File: config.mk
export PLATFORM = sky130hd
export DESIGN_NAME = gpio_port16
export DESIGN_NICKNAME = d
export VERILOG_FILES = /design/src/rtl/gpio_pkg.sv /design/src/rtl/gpio_sync.sv /design/src/rtl/gpio_regs.sv /design/src/rtl/gpio_pin_mux.sv /design/src/rtl/gpio_port16.sv
export SDC_FILE = /design/constraint.sdc
export NUM_CORES = 1
export LEC_CHECK = 0
export ABC_CLOCK_PERIOD_IN_PS = 1200
export CAP_MARGIN = 0
export CORE_MARGIN = 5
export CORE_UTILIZATION = 35
export DETAILED_ROUTE_END_ITERATION = 6
export DONT_BUFFER_PORTS = 1
export GPL_TIMING_DRIVEN = 0
export PLACE_DENSITY = 0.57
export SLEW_MARGIN = 10
export SYNTH_ARGS = -nofsm -noshare
export SYNTH_HDL_FRONTEND = slang
export SYNTH_SLANG_ARGS = --single-unit
File: constraint.sdc
create_clock -name clk -period 1.2 [get_ports clk]
set_input_delay 0.24 -clock clk [delete_from_list [all_inputs] [get_ports clk]]
set_output_delay 0.24 -clock clk [all_outputs]
set_load 0.005 [all_outputs]
File: src/rtl/gpio_pkg.sv
package gpio_pkg;
    localparam int PIN_W  = 16;
    localparam int ADDR_W = 3;

    localparam logic [ADDR_W-1:0] OFF_OD  = 3'd0;
    localparam logic [ADDR_W-1:0] OFF_DIR = 3'd2;
    localparam logic [ADDR_W-1:0] OFF_PAR = 3'd4;
    localparam logic [ADDR_W-1:0] OFF_DAT = 3'd6;

    typedef struct packed {
        logic [PIN_W-1:0] od;
        logic [PIN_W-1:0] dir;
        logic [PIN_W-1:0] par;
        logic [PIN_W-1:0] dat;
    } ctl_regs_t;

    typedef struct packed {
        logic [PIN_W-1:0] s1;
        logic [PIN_W-1:0] s2;
    } sync_t;
endpackage

File: src/rtl/gpio_sync.sv
module gpio_sync
    import gpio_pkg::*;
(
    input  logic             clk,
    input  logic             rst_n,
    input  logic [PIN_W-1:0] async_in,
    output logic [PIN_W-1:0] sync_out
);
    sync_t st_d, st_q;

    always_comb begin
        st_d    = st_q;
        st_d.s1 = async_in;
        st_d.s2 = st_q.s1;
    end

    always_ff @(posedge clk or negedge rst_n) begin
        if (!rst_n) st_q <= '0;
        else        st_q <= st_d;
    end

    assign sync_out = st_q.s2;
endmodule

File: src/rtl/gpio_regs.sv
module gpio_regs
    import gpio_pkg::*;
#(
    parameter logic [PIN_W-1:0] OD_MASK = 16'h00FA
) (
    input  logic              clk,
    input  logic              rst_n,
    input  logic [ADDR_W-1:0] addr,
    input  logic              we,
    input  logic [PIN_W-1:0]  wdata,
    input  logic [PIN_W-1:0]  pin_sync,
    output logic [PIN_W-1:0]  rdata,
    output logic [PIN_W-1:0]  od,
    output logic [PIN_W-1:0]  dir,
    output logic [PIN_W-1:0]  par,
    output logic [PIN_W-1:0]  dat
);
    ctl_regs_t r_d, r_q;

    always_comb begin
        r_d = r_q;
        if (we) begin
            unique case (addr)
                OFF_OD:  r_d.od  = wdata & OD_MASK;
                OFF_DIR: r_d.dir = wdata;
                OFF_PAR: r_d.par = wdata;
                OFF_DAT: r_d.dat = wdata;
                default: ;
            endcase
        end
    end

    always_ff @(posedge clk or negedge rst_n) begin
        if (!rst_n) r_q <= '0;
        else        r_q <= r_d;
    end

    always_comb begin
        unique case (addr)
            OFF_OD:  rdata = r_q.od;
            OFF_DIR: rdata = r_q.dir;
            OFF_PAR: rdata = r_q.par;
            OFF_DAT: rdata = pin_sync;
            default: rdata = '0;
        endcase
    end

    assign od  = r_q.od;
    assign dir = r_q.dir;
    assign par = r_q.par;
    assign dat = r_q.dat;

    assert_od_unimpl_zero_R2: assert property (@(posedge clk) disable iff (!rst_n)
        (addr == OFF_OD) |-> ((rdata & ~OD_MASK) == '0));

    assert_dir_write_R1: assert property (@(posedge clk) disable iff (!rst_n)
        (we && addr == OFF_DIR) |=> (dir == $past(wdata)));

    assert_par_hold_R1: assert property (@(posedge clk) disable iff (!rst_n)
        (!(we && addr == OFF_PAR)) |=> $stable(par));
endmodule

File: src/rtl/gpio_pin_mux.sv
module gpio_pin_mux
    import gpio_pkg::*;
#(
    parameter logic [PIN_W-1:0] OD_MASK = 16'h00FA
) (
    input  logic             clk,
    input  logic             rst_n,
    input  logic [PIN_W-1:0] od,
    input  logic [PIN_W-1:0] dir,
    input  logic [PIN_W-1:0] par,
    input  logic [PIN_W-1:0] dat,
    input  logic [PIN_W-1:0] alt_out,
    input  logic [PIN_W-1:0] alt_oe,
    output logic [PIN_W-1:0] pin_out,
    output logic [PIN_W-1:0] pin_oe
);
    for (genvar i = 0; i < PIN_W; i++) begin : g_pin
        logic src_v, src_e, od_on;

        always_comb begin
            src_v = par[i] ? alt_out[i] : dat[i];
            src_e = par[i] ? alt_oe[i]  : dir[i];
            od_on = od[i] & OD_MASK[i];
            if (od_on) begin
                pin_out[i] = 1'b0;
                pin_oe[i]  = src_e & ~src_v;
            end else begin
                pin_out[i] = src_v;
                pin_oe[i]  = src_e;
            end
        end

        assert_od_never_high_R3: assert property (@(posedge clk) disable iff (!rst_n)
            !(od[i] && pin_oe[i] && pin_out[i]));

        assert_input_no_drive_R5: assert property (@(posedge clk) disable iff (!rst_n)
            (!par[i] && !dir[i]) |-> !pin_oe[i]);

        assert_alt_pass_R9: assert property (@(posedge clk) disable iff (!rst_n)
            (par[i] && !od[i]) |-> (pin_out[i] == alt_out[i] && pin_oe[i] == alt_oe[i]));
    end
endmodule

File: src/rtl/gpio_port16.sv
module gpio_port16
    import gpio_pkg::*;
#(
    parameter logic [PIN_W-1:0] OD_MASK = 16'h00FA
) (
    input  logic              clk,
    input  logic              rst_n,
    input  logic [ADDR_W-1:0] bus_addr,
    input  logic              bus_we,
    input  logic [PIN_W-1:0]  bus_wdata,
    output logic [PIN_W-1:0]  bus_rdata,
    input  logic [PIN_W-1:0]  pin_in,
    output logic [PIN_W-1:0]  pin_out,
    output logic [PIN_W-1:0]  pin_oe,
    input  logic [PIN_W-1:0]  alt_out,
    input  logic [PIN_W-1:0]  alt_oe
);
    logic [PIN_W-1:0] pin_sync;
    logic [PIN_W-1:0] od_w, dir_w, par_w, dat_w;

    gpio_sync u_sync (
        .clk      (clk),
        .rst_n    (rst_n),
        .async_in (pin_in),
        .sync_out (pin_sync)
    );

    gpio_regs #(.OD_MASK(OD_MASK)) u_regs (
        .clk      (clk),
        .rst_n    (rst_n),
        .addr     (bus_addr),
        .we       (bus_we),
        .wdata    (bus_wdata),
        .pin_sync (pin_sync),
        .rdata    (bus_rdata),
        .od       (od_w),
        .dir      (dir_w),
        .par      (par_w),
        .dat      (dat_w)
    );

    gpio_pin_mux #(.OD_MASK(OD_MASK)) u_mux (
        .clk     (clk),
        .rst_n   (rst_n),
        .od      (od_w),
        .dir     (dir_w),
        .par     (par_w),
        .dat     (dat_w),
        .alt_out (alt_out),
        .alt_oe  (alt_oe),
        .pin_out (pin_out),
        .pin_oe  (pin_oe)
    );

    // Edges seen since reset release, saturating; qualifies the latency check.
    logic [1:0] edges_d, edges_q;

    always_comb begin
        edges_d = (edges_q == 2'd2) ? edges_q : edges_q + 2'd1;
    end

    always_ff @(posedge clk or negedge rst_n) begin
        if (!rst_n) edges_q <= '0;
        else        edges_q <= edges_d;
    end

    assert_read_latency_R7: assert property (@(posedge clk) disable iff (!rst_n)
        (edges_q == 2'd2 && bus_addr == OFF_DAT) |-> (bus_rdata == $past(pin_in, 2)));
endmodule

==> results_dict.tcl, run 1 <==
set metrics [dict create \
    outcome "finished with violations" \
    violations "hold timing, setup timing" \
    grt_start_max_net_pins 87 \
    worstSetupStartpointType "flop" \
    layout.cells.non_filler 473 \
    drc_errors 0 \
    wl_per_cell_um 20.22 \
    p_per_area_nw_per_um2 1655 \
    dp.cells 421 \
    diodes 0 \
    path_cells "mux2_4, buf_6" \
    setup_ws_ns -0.2690 \
    critPathMaxStageDelay_ns 0.45 \
    htree_levels 3 \
    worstMarginPinSlew_ns 0.8358 \
    cts_tree "yes" \
    die_height_um 116.9 \
    grt_pass1_vias 2578 \
    crit_fanout 4 \
    vias 2385 \
    p_leak_nw 2.301 \
    ys_seq_area_frac 0.5382 \
    routed_wl_um 9564 \
    max_freq_ghz 0.6807 \
    clkTransAtPathRegs_ns 0.06 \
    place_hpwl_um 6334 \
    clkLatencyLatePin_ns 0.34 \
    relSlewSlack 0.4428 \
    clock_skew_ns 0.002969 \
    final_nets 395 \
    utilization 0.4559 \
    syn_area_um2 3999 \
    synthToLayoutAreaGrowth_pct 29.07 \
    crit_arrival_ns 1.23 \
    die_area_um2 13660 \
    antenna_left 0 \
    grt_pass1_wl_um 14750 \
    ctsHoldBuffers 16 \
    timing.hold.ws_ns -0.4124 \
    grt_antenna_before_repair 0 \
    critPathKind "reg -> out" \
    die_w_um 116.9 \
    gr-usage-all-layers 0.1465 \
    initial_core_util 0.3532 \
    drive_above_1_share 0.5030 \
    yosysWarnings 0 \
    cts_root_buf "clkbuf_16" \
    maxSlewViolCount 0 \
    min_period_ns 1.469 \
    place_congestion 0.7420 \
    crit_path_top_delay_cell "dfrtp_2" \
    ir_drop_mv 0.8552 \
    fillers 1008 \
    syn_inst 278 \
    avgSynthCellArea_um2 14.38 \
    synth_cell_type_count 21 \
    ys_ff_latch 86 \
    placementRows 39 \
    end_kind "output port" \
    firstDrtPassIters 4 \
    cp_data_required_time_ns 0.96 \
    via_per_inst 5.042 \
    cts_buffers 9 \
    pin_count 118 \
    finalHoldViolations 86 \
    period_share 1.224 \
    syn_nets 348 \
    clockBufferDepth 2 \
    min_path_type "in -> async" \
    drt-initial-drc-count 85 \
    grt_overflow 0 \
    maxCapViolCount 0 \
    place.port_buffers 0 \
    clock-sinks 86 \
    rsz0062_at_grt "true" \
    core_area_um2 11320 \
    setup_viol 48 \
]
[through the flow]
step / area, µm² / worst slack [ns] / hold slack [ns] / setup TNS, ns / power, mW
floorplan: 4056 / -0.1743 / -0.05559 / -3.766 / 4.941
global placement: 4235 / -0.4167 / -0.05321 / -15.03 / 5.207
detailed placement: 4235 / -0.4176 / -0.05320 / -15.99 / 5.250
CTS: 5074 / -0.2808 / -0.4307 / -9.868 / 8.531
global route: 5161 / -0.3061 / -0.4311 / -11.22 / 8.966
finish: 5161 / -0.2690 / -0.4124 / -9.026 / 8.540
[critical path, delay by kind of cell, from the launching register on]
family / cells / cell delay, ns
mux: 1 / 0.32
buf+inv: 1 / 0.12
flops: 1 / 0.45
[cell families after synthesis]
| logic type | synth area share |
|---|---|
| compound gates | 0.06321 |
| flops | 0.5382 |
| simple gates | 0.02628 |
| buf+inv | 0.06195 |
| mux | 0.3104 |
[flip-flops by register name (all words and copies together) (netlist names)]
signal / flops
u_sync.st_d: 16
u_sync.sync_out: 16
u_regs.od: 6
u_regs.dat: 16
u_regs.dir: 16
u_regs.par: 16
[path summary, 6_finish.rpt]
path | from | end | slack [ns] | cells after the start
min in group clk | bus_wdata[14] | u_regs.dat[14]$_DFFE_PN0P_ | 0.02 | 1
max in group asynchronous | rst_n | u_regs.par[11]$_DFFE_PN0P_ | 1.49 | 0
max reg2reg | u_regs.dir[4]$_DFFE_PN0P_ | u_regs.dir[4]$_DFFE_PN0P_ | 0.10 | 4
min reg2reg | u_sync.st_d[4]$_DFF_PN0_ | u_sync.sync_out[4]$_DFF_PN0_ | 0.35 | 0
min | rst_n | u_regs.od[3]$_DFFE_PN0P_ | -0.41 | 0
max | u_regs.par[14]$_DFFE_PN0P_ | pin_oe[14] | -0.27 | 2
[placed cells by master, fill, tap and decap left out, types with 2 or more instances in the layout]
master,instances
dfrtp_1,68
mux2_4,51
mux2_1,28
mux2i_1,27
buf_6,26
dfrtp_2,18
buf_4,17
dlygate4sd3_1,16
a211oi_2,10
a21boi_1,9
clkbuf_16,9
a21oi_2,6
nor2_1,6
o22ai_2,5
clkbuf_2,4
a21oi_1,4
buf_8,3
a21boi_2,3
clkinv_4,3
clkinv_2,2
clkinvlp_4,2
[layer usage]
layer  up-vias  GRT usage  share of wire
met3        13    0.05861          0.079
li1       1082          -              -
met2        75     0.2290           0.49
met5         -          0              0
met4         0    0.05505          0.016
met1      1215     0.1833           0.41
[synthesized netlist by cell type (all sizes together)]
cell	n	area share
mux2i	28	0.070
a21oi	10	0.013
nand2b	1	0.0016
a21boi	12	0.023
nor4bb	1	0.0025
and4bb	1	0.0031
clkbuf	5	0.0047
o22ai	6	0.0094
a211oi	10	0.019
nor4b	1	0.0059
nand4b	1	0.0059
mux2	80	0.24
nor2	6	0.0056
dfrtp	86	0.54
or2	1	0.0016
buf	29	0.057
[what timing repair did]
action | in CTS | in global routing
endpoints found under the hold margin | 102 | 86
pin swaps | 14 | 7
buffers inserted | 15 | 5
gates resized for setup | 90 | 21
endpoints found under the setup margin | 48 | 58
[power breakdown]
group | internal (mW) | switching [mW] | leakage, nW
Sequential | 3.38 | 0.436 | 1.00
Clock | 1.40 | 1.18 | 0.131
Combinational | 1.48 | 0.656 | 1.17
Total | 6.27 | 2.27 | 2.30
[cell type report]
type                       instances  area [µm²]  area share
timing repair buffer              36       329.1     0.06376
sequential                        86        2175      0.4213
clock buffer                       9       225.2     0.04364
multi-input combinational        158        1849      0.3583
buffer                            34       352.8     0.06836
clock inverter                     7       51.30    0.009939
tap                              143       178.9     0.03467
No activity file was read; power rests on OpenSTA's default activity.
==> run 2: changes to the inputs <==
--- a/config.mk
+++ b/config.mk
@@ -13,6 +13,7 @@
 export DONT_BUFFER_PORTS = 1
 export GPL_TIMING_DRIVEN = 0
 export PLACE_DENSITY = 0.57
+export REMOVE_ABC_BUFFERS = 1
 export SLEW_MARGIN = 10
 export SYNTH_ARGS = -nofsm -noshare
 export SYNTH_HDL_FRONTEND = slang
==> run 2 against run 1 <==
Against the previous run: sequential power about the same; the flow still finishes with violations (hold timing, setup timing); worst hold slack better by 0.011 ns; utilization decreased by 3.9 points; non-clock buffer count decreased by 47; clock skew increased by 0.0018 ns; design area decreased by 8.5%.
==> results_dict.tcl, run 2 (same netlist as run 1, synthesis figures left out) <==
set metrics [dict create \
    dpl_cell_area_um2 3960 \
    drive_above_1_share 0.3675 \
    grt_antenna_before_repair 0 \
    wl_per_cell_um 20.79 \
    grt_overflow 0 \
    diodes 0 \
    grt_start_max_net_pins 87 \
    layout.cells.non_filler 426 \
    timing.hold.ws_ns -0.4012 \
    p_switching_mw 1.978 \
    min_period_ns 1.383 \
    setup_viol 48 \
    gr-usage-all-layers 0.1358 \
    clkPwrFrac 0.361 \
    ir_drop_mv 1.138 \
    final_cell_mix "dfrtp_1 (72), mux2_4 (41), mux2_1 (38)" \
    htree_levels 3 \
    core_area_um2 11320 \
    cts_root_buf "clkbuf_16" \
    min_path_type "in -> async" \
    design_area_um2 4721 \
    cts_buffers 9 \
    clockBufferDepth 2 \
    cts_tree "yes" \
    clock-sinks 86 \
    p_sw_frac 0.2406 \
    violations "hold timing, setup timing" \
    rsz0062_at_grt "true" \
    seqPwrFrac 0.464 \
    seqCellArea_um2 2170 \
    layout_commonest_cell "dfrtp_1" \
    maxSlewViolCount 0 \
    pre_cts_ws_ns -0.6904 \
    via_per_inst 5.122 \
    setup_ws_ns -0.1832 \
    outcome "finished with violations" \
    die_w_um 116.9 \
    utilization 0.4170 \
    maxCapViolCount 0 \
    multiInputGateArea_um2 1821 \
    tns_ns -5.637 \
    fillers 1044 \
    routed_wl_um 8855 \
    drc_errors 0 \
    dp.cells 388 \
    place.port_buffers 0 \
    clkLatencyLatePin_ns 0.34 \
    p_leak_nw 2.053 \
    combPwrFrac 0.176 \
    worstMarginPinSlew_ns 0.7019 \
    antenna_left 0 \
    die_height_um 116.9 \
    met1_usage 0.1774 \
    met3_usage 0.05810 \
    final_nets 348 \
    finalHoldViolations 86 \
    critPathKind "reg -> out" \
    busiest_layer "met2" \
    end_kind "output port" \
    synthToLayoutAreaGrowth_pct 18.05 \
    crit_fanout 3 \
    crit_arrival_ns 1.14 \
    vias 2182 \
    place_hpwl_um 5607 \
    clkTransAtPathRegs_ns 0.07 \
    finalPower_mw 8.219 \
    ctsHoldBuffers 16 \
    firstDrtPassIters 4 \
    met2_usage 0.2021 \
    p_per_area_nw_per_um2 1741 \
    drt-initial-drc-count 67 \
    pin_count 118 \
    die_area_um2 13660 \
    relSlewSlack 0.5301 \
    initial_core_util 0.3532 \
    grt_pass1_wl_um 13720 \
    placementRows 39 \
    clock_skew_ns 0.004798 \
    period_share 1.153 \
    grt_pass1_vias 2373 \
    place_congestion 0.7254 \
    worstSetupStartpointType "flop" \
    max_freq_ghz 0.7229 \
    p_int_mw 6.241 \
    cp_data_required_time_ns 0.96 \
]
[run 2: what timing repair did]
| action | CTS | global route |
|---|---|---|
| resized for setup | 62 | 21 |
| setup endpoints to repair | 73 | 51 |
| pin swaps | 16 | 11 |
| buffers inserted | 5 | 1 |
| endpoints found under the hold margin | 102 | 86 |
[run 2: worst max-delay path, stage by stage, from the launching register on]
cell      delay [ns]
dfrtp_1         0.40
a21boi_1        0.13
mux2_4          0.28
[run 2: routing by layer]
layer | vias to the layer above | share of wire
li1 | 990 | -
met1 | 1109 | 0.42
met2 | 72 | 0.48
met3 | 11 | 0.085
met4 | 0 | 0.014
met5 | - | 0
[run 2: power groups by stage]
stage	clock, mW	sequential, mW	combinational [mW]
2_1_floorplan	0	3.67	0.931
3_3_place_gp	0	3.76	1.05
3_5_place_dp	0	3.79	1.08
4_1_cts	3.06	3.79	1.42
5_1_grt	3.21	3.88	1.57
6_report	2.96	3.81	1.44
[run 2: final timing paths]
| path | endpoint | depth (start not counted) | startpoint | slack (ns) |
|---|---|---|---|---|
| worst max-delay path | pin_oe[6] | 2 | u_regs.dir[6]$_DFFE_PN0P_ | -0.18 |
| min in group clk | u_regs.dat[11]$_DFFE_PN0P_ | 1 | bus_wdata[11] | 0.03 |
| worst max register to register | u_regs.par[6]$_DFFE_PN0P_ | 2 | u_regs.par[6]$_DFFE_PN0P_ | 0.24 |
| max in group asynchronous | u_regs.par[14]$_DFFE_PN0P_ | 0 | rst_n | 1.48 |
| worst min-delay path | u_regs.par[11]$_DFFE_PN0P_ | 0 | rst_n | -0.40 |
| worst min register to register | u_sync.sync_out[4]$_DFF_PN0_ | 0 | u_sync.st_d[4]$_DFF_PN0_ | 0.35 |
[run 2: area by class of cell]
type / count / share of cell area
clock inverter: 4 / 0.01484
multi-input combinational: 158 / 0.3856
clock buffer: 12 / 0.05221
sequential: 86 / 0.4596
tap: 143 / 0.03790
timing repair buffer: 23 / 0.04983
